### src/rtl/cpfw_pkg.sv
package cpfw_pkg;

  localparam logic [31:0] MAGIC_LE = 32'hfe0101fe;
  localparam logic [31:0] MAGIC_BE = 32'hfe1010fe;

  localparam int CTRL_RST_BIT    = 0;
  localparam int CTRL_CLKOFF_BIT = 2;
  localparam int HDR_WORDS       = 5;

  typedef enum logic [1:0] {
    ERR_NONE  = 2'd0,
    ERR_MAGIC = 2'd1,
    ERR_SIZE  = 2'd2,
    ERR_CSUM  = 2'd3
  } cpfw_err_e;

  typedef enum logic [1:0] {
    SEL_CTRL    = 2'd0,
    SEL_MB_CP   = 2'd1,
    SEL_MB_HOST = 2'd2,
    SEL_NONE    = 2'd3
  } cpfw_sel_e;

  typedef enum logic [3:0] {
    S_IDLE, S_HDR, S_CHK, S_HALT, S_CLR_I, S_CLR_D, S_LOAD_I, S_LOAD_D,
    S_CSUM, S_MB_CP, S_MB_HOST, S_CLK_ON, S_RUN, S_DONE
  } cpfw_state_e;

endpackage

### src/rtl/cpfw_byte_order.sv
module cpfw_byte_order #(
  parameter int W = 32
) (
  input  logic         big,
  input  logic [W-1:0] raw,
  output logic [W-1:0] norm
);
  localparam int NB = W / 8;

  logic [W-1:0] rev;

  for (genvar b = 0; b < NB; b++) begin : g_byte
    assign rev[8*b +: 8] = raw[W-8-8*b +: 8];
  end

  assign norm = big ? rev : raw;
endmodule

### src/rtl/cpfw_csum_acc.sv
module cpfw_csum_acc #(
  parameter int W = 32
) (
  input  logic         clk,
  input  logic         rst_n,
  input  logic         clr,
  input  logic         add,
  input  logic [W-1:0] val,
  output logic [W-1:0] sum
);
  logic [W-1:0] sum_d;
  logic         sum_en;

  always_comb begin
    sum_en = clr | add;
    sum_d  = clr ? '0 : (sum + val);
  end

  always_ff @(posedge clk or negedge rst_n) begin
    if (!rst_n)      sum <= '0;
    else if (sum_en) sum <= sum_d;
  end
endmodule

### src/rtl/cpfw_size_check.sv
module cpfw_size_check #(
  parameter int IMEM_AW = 6,
  parameter int DMEM_AW = 5
) (
  input  logic [31:0] isz,
  input  logic [31:0] dsz,
  input  logic [31:0] total,
  output logic        ok
);
  import cpfw_pkg::*;

  localparam logic [31:0] ILIM     = 32'(1) << IMEM_AW;
  localparam logic [31:0] DLIM     = 32'(1) << DMEM_AW;
  localparam logic [33:0] OVERHEAD = 34'((HDR_WORDS + 1) * 4);

  logic        aligned;
  logic        fits;
  logic [33:0] span;

  always_comb begin
    aligned = (isz[1:0] == 2'b00) && (dsz[1:0] == 2'b00);
    fits    = ({2'b00, isz[31:2]} <= ILIM) && ({2'b00, dsz[31:2]} <= DLIM);
    span    = {2'b00, isz} + {2'b00, dsz} + OVERHEAD;
    ok      = aligned && fits && (span == {2'b00, total});
  end
endmodule

### src/rtl/cpfw_loader.sv
module cpfw_loader
  import cpfw_pkg::*;
#(
  parameter int IMEM_AW = 6,
  parameter int DMEM_AW = 5
) (
  input  logic               clk,
  input  logic               rst_n,
  input  logic               start,
  input  logic [31:0]        img_len,
  input  logic               s_valid,
  output logic               s_ready,
  input  logic [31:0]        s_data,
  output logic               imem_we,
  output logic [IMEM_AW-1:0] imem_addr,
  output logic [31:0]        imem_wdata,
  output logic               dmem_we,
  output logic [DMEM_AW-1:0] dmem_addr,
  output logic [31:0]        dmem_wdata,
  output logic               reg_we,
  output logic [1:0]         reg_sel,
  output logic [31:0]        reg_wdata,
  input  logic [31:0]        cp_ctrl_q,
  output logic               busy,
  output logic               done,
  output logic [1:0]         err_code
);

  localparam int CW = ((IMEM_AW > DMEM_AW) ? IMEM_AW : DMEM_AW) + 1;
  localparam logic [31:0] RST_MASK = 32'(1) << CTRL_RST_BIT;
  localparam logic [31:0] CLK_MASK = 32'(1) << CTRL_CLKOFF_BIT;

  cpfw_state_e state_q, state_d;
  cpfw_err_e   err_q, err_d;
  cpfw_sel_e   sel;
  logic [CW-1:0] cnt_q, cnt_d;
  logic [2:0]    hidx_q, hidx_d;
  logic          big_q, big_d;
  logic [31:0]   isz_q, isz_d, dsz_q, dsz_d, len_q, len_d, shadow_q, shadow_d;

  logic        acc, sum_clr, sum_add, size_ok, i_more, d_more;
  logic [31:0] word_n, sum_q, cnt_ext;

  // Both legal magic values read the same in either byte order, so the
  // normaliser may use the previous image's order while word 0 passes.
  cpfw_byte_order #(.W(32)) u_order (
    .big  (big_q),
    .raw  (s_data),
    .norm (word_n)
  );

  cpfw_csum_acc #(.W(32)) u_sum (
    .clk   (clk),
    .rst_n (rst_n),
    .clr   (sum_clr),
    .add   (sum_add),
    .val   (word_n),
    .sum   (sum_q)
  );

  cpfw_size_check #(.IMEM_AW(IMEM_AW), .DMEM_AW(DMEM_AW)) u_size (
    .isz   (isz_q),
    .dsz   (dsz_q),
    .total (len_q),
    .ok    (size_ok)
  );

  assign acc     = s_valid && s_ready;
  assign cnt_ext = {{(32-CW){1'b0}}, cnt_q};
  assign i_more  = cnt_ext < {2'b00, isz_q[31:2]};
  assign d_more  = cnt_ext < {2'b00, dsz_q[31:2]};

  always_comb begin
    state_d    = state_q;
    err_d      = err_q;
    cnt_d      = cnt_q;
    hidx_d     = hidx_q;
    big_d      = big_q;
    isz_d      = isz_q;
    dsz_d      = dsz_q;
    len_d      = len_q;
    shadow_d   = shadow_q;
    sum_clr    = 1'b0;
    sum_add    = 1'b0;
    s_ready    = 1'b0;
    imem_we    = 1'b0;
    dmem_we    = 1'b0;
    imem_wdata = '0;
    dmem_wdata = '0;
    reg_we     = 1'b0;
    sel        = SEL_CTRL;
    reg_wdata  = '0;

    case (state_q)
      S_IDLE, S_DONE: begin
        if (start) begin
          state_d = S_HDR;
          hidx_d  = '0;
          err_d   = ERR_NONE;
          len_d   = img_len;
          sum_clr = 1'b1;
        end
      end
      S_HDR: begin
        s_ready = 1'b1;
        if (acc) begin
          sum_add = 1'b1;
          hidx_d  = hidx_q + 3'd1;
          case (hidx_q)
            3'd0: begin
              if (s_data == MAGIC_BE)      big_d = 1'b1;
              else if (s_data == MAGIC_LE) big_d = 1'b0;
              else begin
                err_d   = ERR_MAGIC;
                state_d = S_DONE;
              end
            end
            3'd3: isz_d = word_n;
            3'd4: begin
              dsz_d   = word_n;
              state_d = S_CHK;
            end
            default: ;
          endcase
        end
      end
      S_CHK: begin
        cnt_d = '0;
        if (!size_ok) begin
          err_d   = ERR_SIZE;
          state_d = S_DONE;
        end else if (!cp_ctrl_q[CTRL_RST_BIT]) begin
          state_d = S_HALT;
        end else begin
          state_d = S_CLR_I;
        end
      end
      S_HALT: begin
        reg_we    = 1'b1;
        sel       = SEL_CTRL;
        reg_wdata = cp_ctrl_q | RST_MASK;
        state_d   = S_CLR_I;
      end
      S_CLR_I: begin
        if (i_more) begin
          imem_we = 1'b1;
          cnt_d   = cnt_q + 1'b1;
        end else begin
          cnt_d   = '0;
          state_d = S_CLR_D;
        end
      end
      S_CLR_D: begin
        if (d_more) begin
          dmem_we = 1'b1;
          cnt_d   = cnt_q + 1'b1;
        end else begin
          cnt_d   = '0;
          state_d = S_LOAD_I;
        end
      end
      S_LOAD_I: begin
        imem_wdata = word_n;
        if (i_more) begin
          s_ready = 1'b1;
          if (acc) begin
            imem_we = 1'b1;
            sum_add = 1'b1;
            cnt_d   = cnt_q + 1'b1;
          end
        end else begin
          cnt_d   = '0;
          state_d = S_LOAD_D;
        end
      end
      S_LOAD_D: begin
        dmem_wdata = word_n;
        if (d_more) begin
          s_ready = 1'b1;
          if (acc) begin
            dmem_we = 1'b1;
            sum_add = 1'b1;
            cnt_d   = cnt_q + 1'b1;
          end
        end else begin
          cnt_d   = '0;
          state_d = S_CSUM;
        end
      end
      S_CSUM: begin
        s_ready = 1'b1;
        if (acc) begin
          if (word_n == sum_q) state_d = S_MB_CP;
          else begin
            err_d   = ERR_CSUM;
            state_d = S_DONE;
          end
        end
      end
      S_MB_CP: begin
        reg_we   = 1'b1;
        sel      = SEL_MB_CP;
        shadow_d = cp_ctrl_q;
        state_d  = S_MB_HOST;
      end
      S_MB_HOST: begin
        reg_we  = 1'b1;
        sel     = SEL_MB_HOST;
        state_d = S_CLK_ON;
      end
      S_CLK_ON: begin
        reg_we    = 1'b1;
        sel       = SEL_CTRL;
        reg_wdata = shadow_q & ~CLK_MASK;
        state_d   = S_RUN;
      end
      S_RUN: begin
        reg_we    = 1'b1;
        sel       = SEL_CTRL;
        reg_wdata = shadow_q & ~(CLK_MASK | RST_MASK);
        state_d   = S_DONE;
      end
      default: state_d = S_IDLE;
    endcase
  end

  always_ff @(posedge clk or negedge rst_n) begin
    if (!rst_n) begin
      state_q  <= S_IDLE;
      err_q    <= ERR_NONE;
      cnt_q    <= '0;
      hidx_q   <= '0;
      big_q    <= 1'b0;
      isz_q    <= '0;
      dsz_q    <= '0;
      len_q    <= '0;
      shadow_q <= '0;
    end else begin
      state_q  <= state_d;
      err_q    <= err_d;
      cnt_q    <= cnt_d;
      hidx_q   <= hidx_d;
      big_q    <= big_d;
      isz_q    <= isz_d;
      dsz_q    <= dsz_d;
      len_q    <= len_d;
      shadow_q <= shadow_d;
    end
  end

  assign imem_addr = cnt_q[IMEM_AW-1:0];
  assign dmem_addr = cnt_q[DMEM_AW-1:0];
  assign reg_sel   = sel;
  assign busy      = (state_q != S_IDLE) && (state_q != S_DONE);
  assign done      = (state_q == S_DONE);
  assign err_code  = err_q;

  // a finished result is held until the next start pulse
  p_result_hold_r9: assert property (@(posedge clk) disable iff (!rst_n)
    (done && !start) |=> (done && $stable(err_code)));

  // no stream handshake outside a load
  p_ready_idle_r9: assert property (@(posedge clk) disable iff (!rst_n)
    !busy |-> !s_ready);

  // an unknown first word ends the load with the magic error
  p_bad_magic_r1: assert property (@(posedge clk) disable iff (!rst_n)
    (state_q == S_HDR && hidx_q == 3'd0 && acc &&
     s_data != MAGIC_LE && s_data != MAGIC_BE) |=> (done && err_code == ERR_MAGIC));

  // after any error the block makes no further writes
  p_quiet_on_err_r7: assert property (@(posedge clk) disable iff (!rst_n)
    (err_code != ERR_NONE) |-> !(imem_we || dmem_we || reg_we));

  // the reset release write is directly preceded by the clock enable write
  p_release_order_r8: assert property (@(posedge clk) disable iff (!rst_n)
    (reg_we && reg_sel == SEL_CTRL && !reg_wdata[CTRL_RST_BIT]) |->
      $past(reg_we && reg_sel == SEL_CTRL && !reg_wdata[CTRL_CLKOFF_BIT]));

endmodule

### config.mk
export PLATFORM = sky130hd
export DESIGN_NAME = cpfw_loader
export DESIGN_NICKNAME = d
export VERILOG_FILES = /design/src/rtl/cpfw_pkg.sv /design/src/rtl/cpfw_byte_order.sv /design/src/rtl/cpfw_csum_acc.sv /design/src/rtl/cpfw_size_check.sv /design/src/rtl/cpfw_loader.sv
export SDC_FILE = /design/constraint.sdc
export NUM_CORES = 1
export LEC_CHECK = 0
export CAP_MARGIN = 20
export CORE_UTILIZATION = 54
export DETAILED_ROUTE_END_ITERATION = 7
export GPL_ROUTABILITY_DRIVEN = 0
export PLACE_DENSITY_LB_ADDON = 0.05
export SYNTH_ARGS = -nofsm -noshare
export SYNTH_HDL_FRONTEND = slang
export SYNTH_SLANG_ARGS = --single-unit
### constraint.sdc
create_clock -name clk -period 7.32 [get_ports clk]
set_input_delay 0.732 -clock clk [delete_from_list [all_inputs] [get_ports clk]]
set_output_delay 0.732 -clock clk [all_outputs]
set_load 0.005 [all_outputs]
Word level (Yosys, flattened, before mapping)

Cells that the tools add are included.

$lt $le $gt $ge: 4
Add/subtract/negate cells: 5
Bitwise logic cells: 1
Muxes and demuxes: 52
Reductions and logical operators: 25
Eq/ne operators: 35

Operator list:

| kind                                                                   | number |
|---|---|
| 32-bit two-way mux                                                     | 4 |
| 32-bit case mux with 3 select lines                                    | 1 |
| 32-bit equality test, second input constant                            | 2 |
| 7-bit by 30-bit < comparator with 1-bit output                         | 2 |
| 4-bit case mux with 13 select lines                                    | 1 |
| 4-bit two-way mux                                                      | 10 |
| 7-bit two-way mux                                                      | 5 |
| 7-bit case mux with 5 select lines                                     | 1 |
| 34-bit by 5-bit adder with 34-bit output, second input constant        | 1 |
| 34-bit by 32-bit equality test with 1-bit output                       | 1 |
| 32-bit by 32-bit adder with 33-bit output                              | 1 |
| 32-bit adder                                                           | 1 |
| 32-bit equality test                                                   | 1 |
| 30-bit by 6-bit <= comparator with 1-bit output, second input constant | 1 |
| 30-bit by 7-bit <= comparator with 1-bit output, second input constant | 1 |
| 4-bit equality test, second input constant                             | 6 |
| 2-bit != test, second input constant                                   | 12 |
| 4-bit by 3-bit equality test with 1-bit output, second input constant  | 4 |
| 2-bit two-way mux                                                      | 8 |
| 3-bit two-way mux                                                      | 4 |
| 1-bit two-way mux                                                      | 10 |
| 10-bit AND reduction                                                   | 1 |
| 3-bit AND reduction                                                    | 3 |
| 9-bit AND reduction                                                    | 1 |
| other kinds (27)                                                       | 40 |

Register bits after elaboration: 177
Word-level logic and storage cells: 132
Output and inout bits: 117

Depth between registers and ports, before layout

Gate-level depths: netlist (run 1).

Word-level depth: 8
Depth in mapped cells: 20
Gate-level depth less buffers: 19

By module

Synthesis (run 1) repeated with hierarchy kept, for this count alone.

Cells, all modules: 1427
Area total of the unflattened synthesis: 13955.9 um2

By module, submodules not included:

| module          | sequential area each (um2) | area each (um2) | cells each | times used |
|---|---|---|---|---|
| cpfw_loader     | 3603.5                     | 7737.4          | 675        | 1 |
| cpfw_size_check | 0.0                        | 2850.2          | 399        | 1 |
| cpfw_csum_acc   | 800.8                      | 2824.0          | 317        | 1 |
| cpfw_byte_order | 0.0                        | 544.3           | 36         | 1 |

Worst setup path after synthesis (run 1)

Ideal clock, no wire load.

Path kind: register -> register
Start point: register big_q
End point: register u_sum.sum[31]
Arrival time: 5.017 ns
Setup time: 0.104 ns
Stages on the path, launching flop included: 20
Required time: 7.216 ns
Setup slack: 2.200 ns
Cells stage by stage: dfrtp_1 clkbuf_1 clkbuf_1 mux2i_1 inv_1 ha_1 a21o_1 a21o_1 a2111oi_0 nor3_1 or4_1 a221o_1 a21oi_1 a2111oi_0 o31a_1 o21a_1 o21ai_1 mux2i_1 o2111ai_1 o311ai_1

Longest elaborated chain between the ends: 3

RTL lines:

| element                | line                  | RTL |
|---|---|---|
| start, declared        | cpfw_loader.sv:38     | `logic big_q, big_d;` |
| start signal, assigned | cpfw_loader.sv:243    | `big_q <= big_d;` |
| 32-bit two-way mux     | cpfw_byte_order.sv:16 | `assign norm = big ? rev : raw;` |
| net u_order.norm[1]    | cpfw_byte_order.sv:6  | `output logic [W-1:0] norm` |
| 32-bit adder           | cpfw_csum_acc.sv:16   | `sum_d = clr ? '0 : (sum + val);` |
| 32-bit two-way mux     | cpfw_csum_acc.sv:16   |  |
| end signal, assigned   | cpfw_csum_acc.sv:21   | `else if (sum_en) sum <= sum_d;` |
| end, declared          | cpfw_csum_acc.sv:9    | `output logic [W-1:0] sum` |

The timed path passes the listed nets, and every way through them passes these cells.
A chain may end at the register's enable or synchronous reset.

Worst setup path in the final report (run 1)

Start point: register big_q
End point: register u_sum.sum[30]

The elaborated chain is that of the path after synthesis.

==> flow_summary_export.csv, run 1 <==
group,metric,value,unit
timing,fin_tns_setup,0,ns
timing,setup_viol,0,
layout,fill_cells,2095,
power_and_ir_drop,power.density,347.8,mW/mm^2
critical_path,cp.required,7.70,ns
cts,clock_path_buffers,2,
layout,most-common-layout-cells,"nand2_1 (221), clkdlybuf4s50_1 (215), dfrtp_1 (175)",
floorplan,start_util,55.10,%
layout,layout_commonest_cell,"nand2_1",
status,outcome,"finished, final reports clean",
global_route,grt_pass1_vias,12360,
global_route,grt_usage,30.72,%
critical_path,rr_startpoint,"big_q",
synth,syn_avg_cell_area,8.323,sq um
floorplan,die_area,0.02545,sq mm
synth,synth_area_leaders,"dfrtp_1 (33%), ha_1 (7.6%), nand2_1 (6.2%)",
layout,num-nets-final,1960,
cts,cts_buffers,17,
floorplan,core.rowCount,57,
cts,hold_buffers,0,
critical_path,path_cells,"buf_4 > mux2i_1 > inv_1 > ha_1 > a21oi_1 > nor2b_1 > o21ai_0 > a2111oi_0 > nor3_1 > o41ai_1 > a221oi_1 > o21ai_0 > nor3_1 > o31ai_1 > xor2_1 > mux2i_1 > nor2_1",
global_route,grt_overflow,0,
floorplan,core_area,0.02432,sq mm
run,maxCapViolations,0,
timing,period_needed,5.476,ns
route,drt_iter0_markers,794,
synth,netlist_area,0.01340,sq mm
worst_hold_path,hold_path.class,"input port to async pin",
cts,clock_latency,0.45,ns
route,routedWlPerCell,18.34,microns
critical_path,cp-end-kind,"flip-flop",
synth,async_flop_share,100.0,%
global_route,grt_pass1_wl,62.81,mm
timing,max_clock_freq,182.6,MHz
cts,ctsResizeCount,0,
cts,cts_max_level,4,
timing,hold_viol,0,
timing,period_share,74.81,%
timing,rsz0062_at_grt,"false",
route,drt_wl_total,38.76,mm
critical_path,r2r_slack,1.84,ns
global_route,grt_max_degree,65,
critical_path,reg2reg_depth,17,
layout,synthToLayoutAreaGrowth,22.16,%
critical_path,slowest_stage,"o41ai_1",
critical_path,rr_endpoint,"u_sum.sum[30]",
global_route,antenna_found_initial,0,
synth,synth_fp_nets,1793,
power_and_ir_drop,peakVddDrop,199.6,uV
route,viasPerCell,5.975,
critical_path,path_class,"flip-flop to flip-flop",
layout,drive_gt1_share,6.704,%
timing,slew-limit-headroom,23.94,%
synth,ys_seq_area_share,32.87,%
critical_path,startpoint_type,"flip-flop",
timing,drv_slew,0,
synth,ys_ff_latch,176,
synth,ys_types,82,
synth,ys.flop_type,"dfrtp_1",
route,ant_nets,0,
synth,synth-edff-count,0,
timing,fin_skew,0.01289,ns
place,hpwl,29.18,mm
power_and_ir_drop,power.leakage,7.268,nW
route,drt_pass1_iterations,5,
synth,synth_largest_area_cell,"dfrtp_1",
route,drc,0,
cts,cts_tree,"done",
cts,clk_pin_slew,0.08,ns
synth,synth_top_area_share,32.87,%
cts,postCtsSetupRepairBufs,0,
critical_path,arrival,5.85,ns
floorplan,fp.dieH,159.5,microns
synth,yosys_warnings,0,
floorplan,pin_count,217,
synth,syn_inst,1610,
timing,worst_slew_pin_slew,1.109,ns
layout,diodes,0,
timing,hold_ws,0.2305,ns
cts,clock-sinks,176,
critical_path,worstPathMaxFanout,20,
route,num_vias,12630,
critical_path,slowest_delay,0.86,ns
cts,root_buffer,"clkbuf_16",
floorplan,die_w,159.5,microns
place,port_buffers,216,
sequential cells by signal, summed over array words and instances, names as in the netlist:
| signal | flops |
|---|---|
| hidx_q | 3 |
| dsz_q | 32 |
| u_sum.sum | 32 |
| isz_q | 32 |
| len_q | 32 |
| state_q | 4 |
| err_code | 2 |
| big_q | 1 |
| cnt_q | 7 |
| shadow_q | 31 |
layout make-up:
cell class | instances | area [sq um] | area share, %
multi-input cells | 1278 | 8374 | 51.16
inverters | 70 | 262.8 | 1.605
well taps | 324 | 405.4 | 2.477
repair buffers | 234 | 2331 | 14.24
flip-flops and latches | 176 | 4405 | 26.91
clock inverters | 15 | 165.2 | 1.009
clock buffers | 17 | 425.4 | 2.599
stage by stage:
stage | worst slack, ns | cell area (sq um) | total power [mW] | cells | utilization (%)
floorplan | 2.200 | 13400 | 3.821 | 1610 | -
global placement | 1.595 | 15730 | 4.678 | 2080 | 64.69
detailed placement | 1.471 | 15750 | 4.738 | 2081 | 64.77
CTS | 1.842 | 16340 | 5.684 | 2113 | 67.20
global route | 1.434 | 16370 | 6.112 | 2114 | 67.31
finish | 1.844 | 16370 | 5.693 | 2114 | 67.31
how the worst max path moves through the flow:
stage,start,endpoint,slack [ns],depth (start not counted)
2_1_floorplan,big_q,u_sum.sum[31],2.20,19
3_3_place_gp,s_data[25],u_sum.sum[31],1.60,18
3_5_place_dp,s_data[25],u_sum.sum[31],1.47,18
4_1_cts,big_q,u_sum.sum[30],1.84,17
5_1_grt,big_q,u_sum.sum[30],1.43,17
6_report,big_q,u_sum.sum[30],1.84,17
worst max-delay path: cells and delay by family (launching register included):
family	cells	cell delay, ns
AO/OA/AOI/OAI	7	2.59
buffers and inverters	2	0.59
flip-flops	1	0.58
multiplexers	2	0.58
AND/OR/NAND/NOR	4	0.50
adder cells (fa/ha/maj)	1	0.40
XOR/XNOR	1	0.16
layer usage:
| layer | part of all wire [%] | track usage (%) | up-vias |
|---|---|---|---|
| li1 | - | - | 6106 |
| met1 | 44 | 39.37 | 6071 |
| met2 | 48 | 51.49 | 361 |
| met3 | 4.4 | 4.767 | 93 |
| met4 | 3.6 | 13.11 | 0 |
| met5 | 0 | 0 | - |
power breakdown:
group	switching, mW	internal, mW	leakage, nW
Combinational	1.69	1.42	4.74
Clock	0.457	0.461	0.287
Sequential	0.352	1.32	2.24
synthesized netlist by cell type, drive strengths merged, types with 7 or more instances:
master	count
clkbuf	65
nand2b	18
xnor2	54
inv	70
ha	81
o31ai	8
nand3b	7
nand3	59
and3	13
o211ai	8
nor2	137
a211oi	9
dfrtp	176
a211o	9
or4	7
o21ai	135
a21o	35
buf	21
mux2i	38
nand2	222
and2	19
a2111oi	14
mux2	35
a31oi	10
a21oi	97
o21a	13
nor3	38
a22o	31
nor2b	11
xor2	29
nor4	32
nand4	21
logic make-up (layout without fill, tap and decap cells):
kind of cell / count (synthesis) / after routing / synth area share (%)
and+or+nand+nor: 622 / 622 / 22.57
AOI/OAI and AO/OA: 415 / 415 / 20.21
DFF: 176 / 176 / 32.87
buffers and inverters: 156 / 336 / 4.837
xor gates and xnor gates: 85 / 85 / 5.882
adders and majority gates: 83 / 83 / 7.862
muxes: 73 / 73 / 5.780
Note: power is estimated with default switching activity, not from simulation.
==> run 2: changes to the inputs <==
CORE_UTILIZATION = 50   (was 54)
clock period = 4.75 ns   (was 7.32 ns; I/O delays follow)
==> run 2 against run 1 <==
The flow now finishes with violations (design-rule violations). Register-to-register slack worse by 1.8 ns. Critical path depth up 4. Sequential share of layout area down 1.8 points. First-iteration DRC count down 0.63%.
==> flow_summary_export.csv, run 2 (synthesis results as in run 1) <==
group,metric,value,unit
layout,fin_cells,2252,
cts,clock_latency,0.45,ns
route,routedWlPerCell,17.74,microns
layout,synthToLayoutAreaGrowth,31.02,%
critical_path,path_class,"flip-flop to flip-flop",
power_and_ir_drop,internal_power,5.363,mW
timing,slew-limit-headroom,44.01,%
status,violations,"design-rule violations",
layout,most-common-layout-cells,"nand2_1 (221), clkdlybuf4s50_1 (215), dfrtp_1 (175)",
critical_path,cp.required,5.10,ns
run,maxCapViolations,0,
cts,clock_path_buffers,2,
critical_path,worstPathMaxFanout,3,
layout,fin_util,66.99,%
place,port_buffers,216,
floorplan,start_util,51.13,%
route,num_vias,13090,
power_and_ir_drop,switching_share,43.04,%
layout,diodes,0,
place,place_ws,-0.2557,ns
power_and_ir_drop,power.leakage,7.954,nW
cts,cts_max_level,4,
timing,rsz0062_at_grt,"true",
floorplan,fp.dieH,165.7,microns
status,outcome,"finished, violations left",
route,viasPerCell,5.814,
timing,period_needed,4.682,ns
timing,fin_skew,0.01730,ns
floorplan,die_area,0.02746,sq mm
global_route,grt_usage,28.76,%
worst_hold_path,hold_path.class,"input port to async pin",
layout,num-nets-final,2087,
power_and_ir_drop,p_total,9.415,mW
cts,clock-sinks,176,
route,drt_iter0_markers,789,
critical_path,cp-end-kind,"flip-flop",
floorplan,pin_count,217,
route,ant_nets,0,
timing,worst_slack,0.06789,ns
power_and_ir_drop,p_clk_share,15.0,%
power_and_ir_drop,p_seq_share,26.6,%
timing,worst_slew_pin_slew,0.8353,ns
layout,drive_gt1_share,13.93,%
timing,drv_slew,0,
timing,period_share,98.57,%
floorplan,core_area,0.02621,sq mm
layout,stdcell_area,0.01756,sq mm
timing,fin_tns_setup,0,ns
global_route,grt_pass1_wl,63.83,mm
timing,max_clock_freq,213.6,MHz
power_and_ir_drop,peakVddDrop,299.5,uV
route,drt_pass1_iterations,7,
global_route,antenna_found_initial,0,
place,dp_cells,2215,
power_and_ir_drop,power.density,536.3,mW/mm^2
floorplan,core.rowCount,59,
timing,hold_ws,0.1043,ns
route,drt_wl_total,39.94,mm
global_route,grt_max_degree,93,
power_and_ir_drop,netSwitchingPower,4.053,mW
cts,root_buffer,"clkbuf_16",
power_and_ir_drop,pwr-share-comb,58.4,%
cts,cts_buffers,17,
timing,hold_viol,0,
floorplan,die_w,165.7,microns
cts,cts_tree,"done",
layout,layout_commonest_cell,"nand2_1",
critical_path,arrival,5.03,ns
global_route,grt_overflow,0,
critical_path,startpoint_type,"flip-flop",
global_route,grt_pass1_vias,12470,
route,drc,14,
timing,setup_viol,0,
layout,fill_cells,2233,
place,hpwl,30.73,mm
cts,clk_pin_slew,0.08,ns
place,placed_cell_area,0.01674,sq mm
## run 2: power by group through the flow
stage | logic, mW | registers (mW) | clock network [mW]
2_1_floorplan | 3.54 | 2.35 | 0
3_3_place_gp | 5.13 | 2.50 | 0
3_5_place_dp | 5.26 | 2.51 | 0
4_1_cts | 5.34 | 2.49 | 1.44
5_1_grt | 6.03 | 2.57 | 1.49
6_report | 5.50 | 2.50 | 1.41
## run 2: worst paths after layout
kind | endpoint | from | slack (ns) | cells after the start
worst max-delay path | err_code[1] | isz_q[0] | 0.07 | 21
worst min-delay path | len_q[5] | rst_n | 0.10 | 1
worst max register to register | err_code[1] | isz_q[0] | 0.07 | 21
worst min register to register | len_q[0] | len_q[0] | 0.50 | 2
max in group asynchronous | u_sum.sum[21] | rst_n | 3.63 | 2
min in group clk | len_q[0] | len_q[0] | 0.50 | 2
## run 2: cell type report
cell class	count	area, sq um	area share [%]
inverter	70	262.8	1.497
clock buffer	17	425.4	2.423
sequential	176	4405	25.09
timing repair buffer	361	3337	19.01
clock inverter	15	163.9	0.9336
multi-input combinational	1278	8543	48.66
tap	335	419.2	2.387
## run 2: per-layer routing
layer  share of wire [%]  up-vias  wire (microns)  track usage (%)
met5                   0        -               0                0
met2                  49      367           19450            49.48
met4                 2.4        0             960            9.102
met1                  45     6297           17790            37.58
li1                    -     6366               -                -
met3                 4.3       63            1735            3.680
## run 2: worst max-delay path: stages (launching register included)
cell and delay [ns]:
dfrtp_1 0.38, ha_2 0.20, fa_2 0.34, a21o_1 0.19, a21oi_2 0.14, xor2_1 0.22, ha_1 0.29, xnor2_2 0.15
nor4_2 0.22, nand3_1 0.13, nor4_2 0.19, o211ai_1 0.15, a2111oi_2 0.22, buf_4 0.18, o2111ai_2 0.08, or4_4 0.46
nor4_4 0.15, o211ai_1 0.17, a2111oi_4 0.23, buf_6 0.18, a211oi_4 0.07, o2bb2a_4 0.25
## run 2: timing repair
item,in CTS,in global routing
buffers inserted,2,2
gates cloned,0,0
endpoints found under the setup margin,6,10
resized for setup,10,21
pin swaps,5,7
hold buffers,0,0
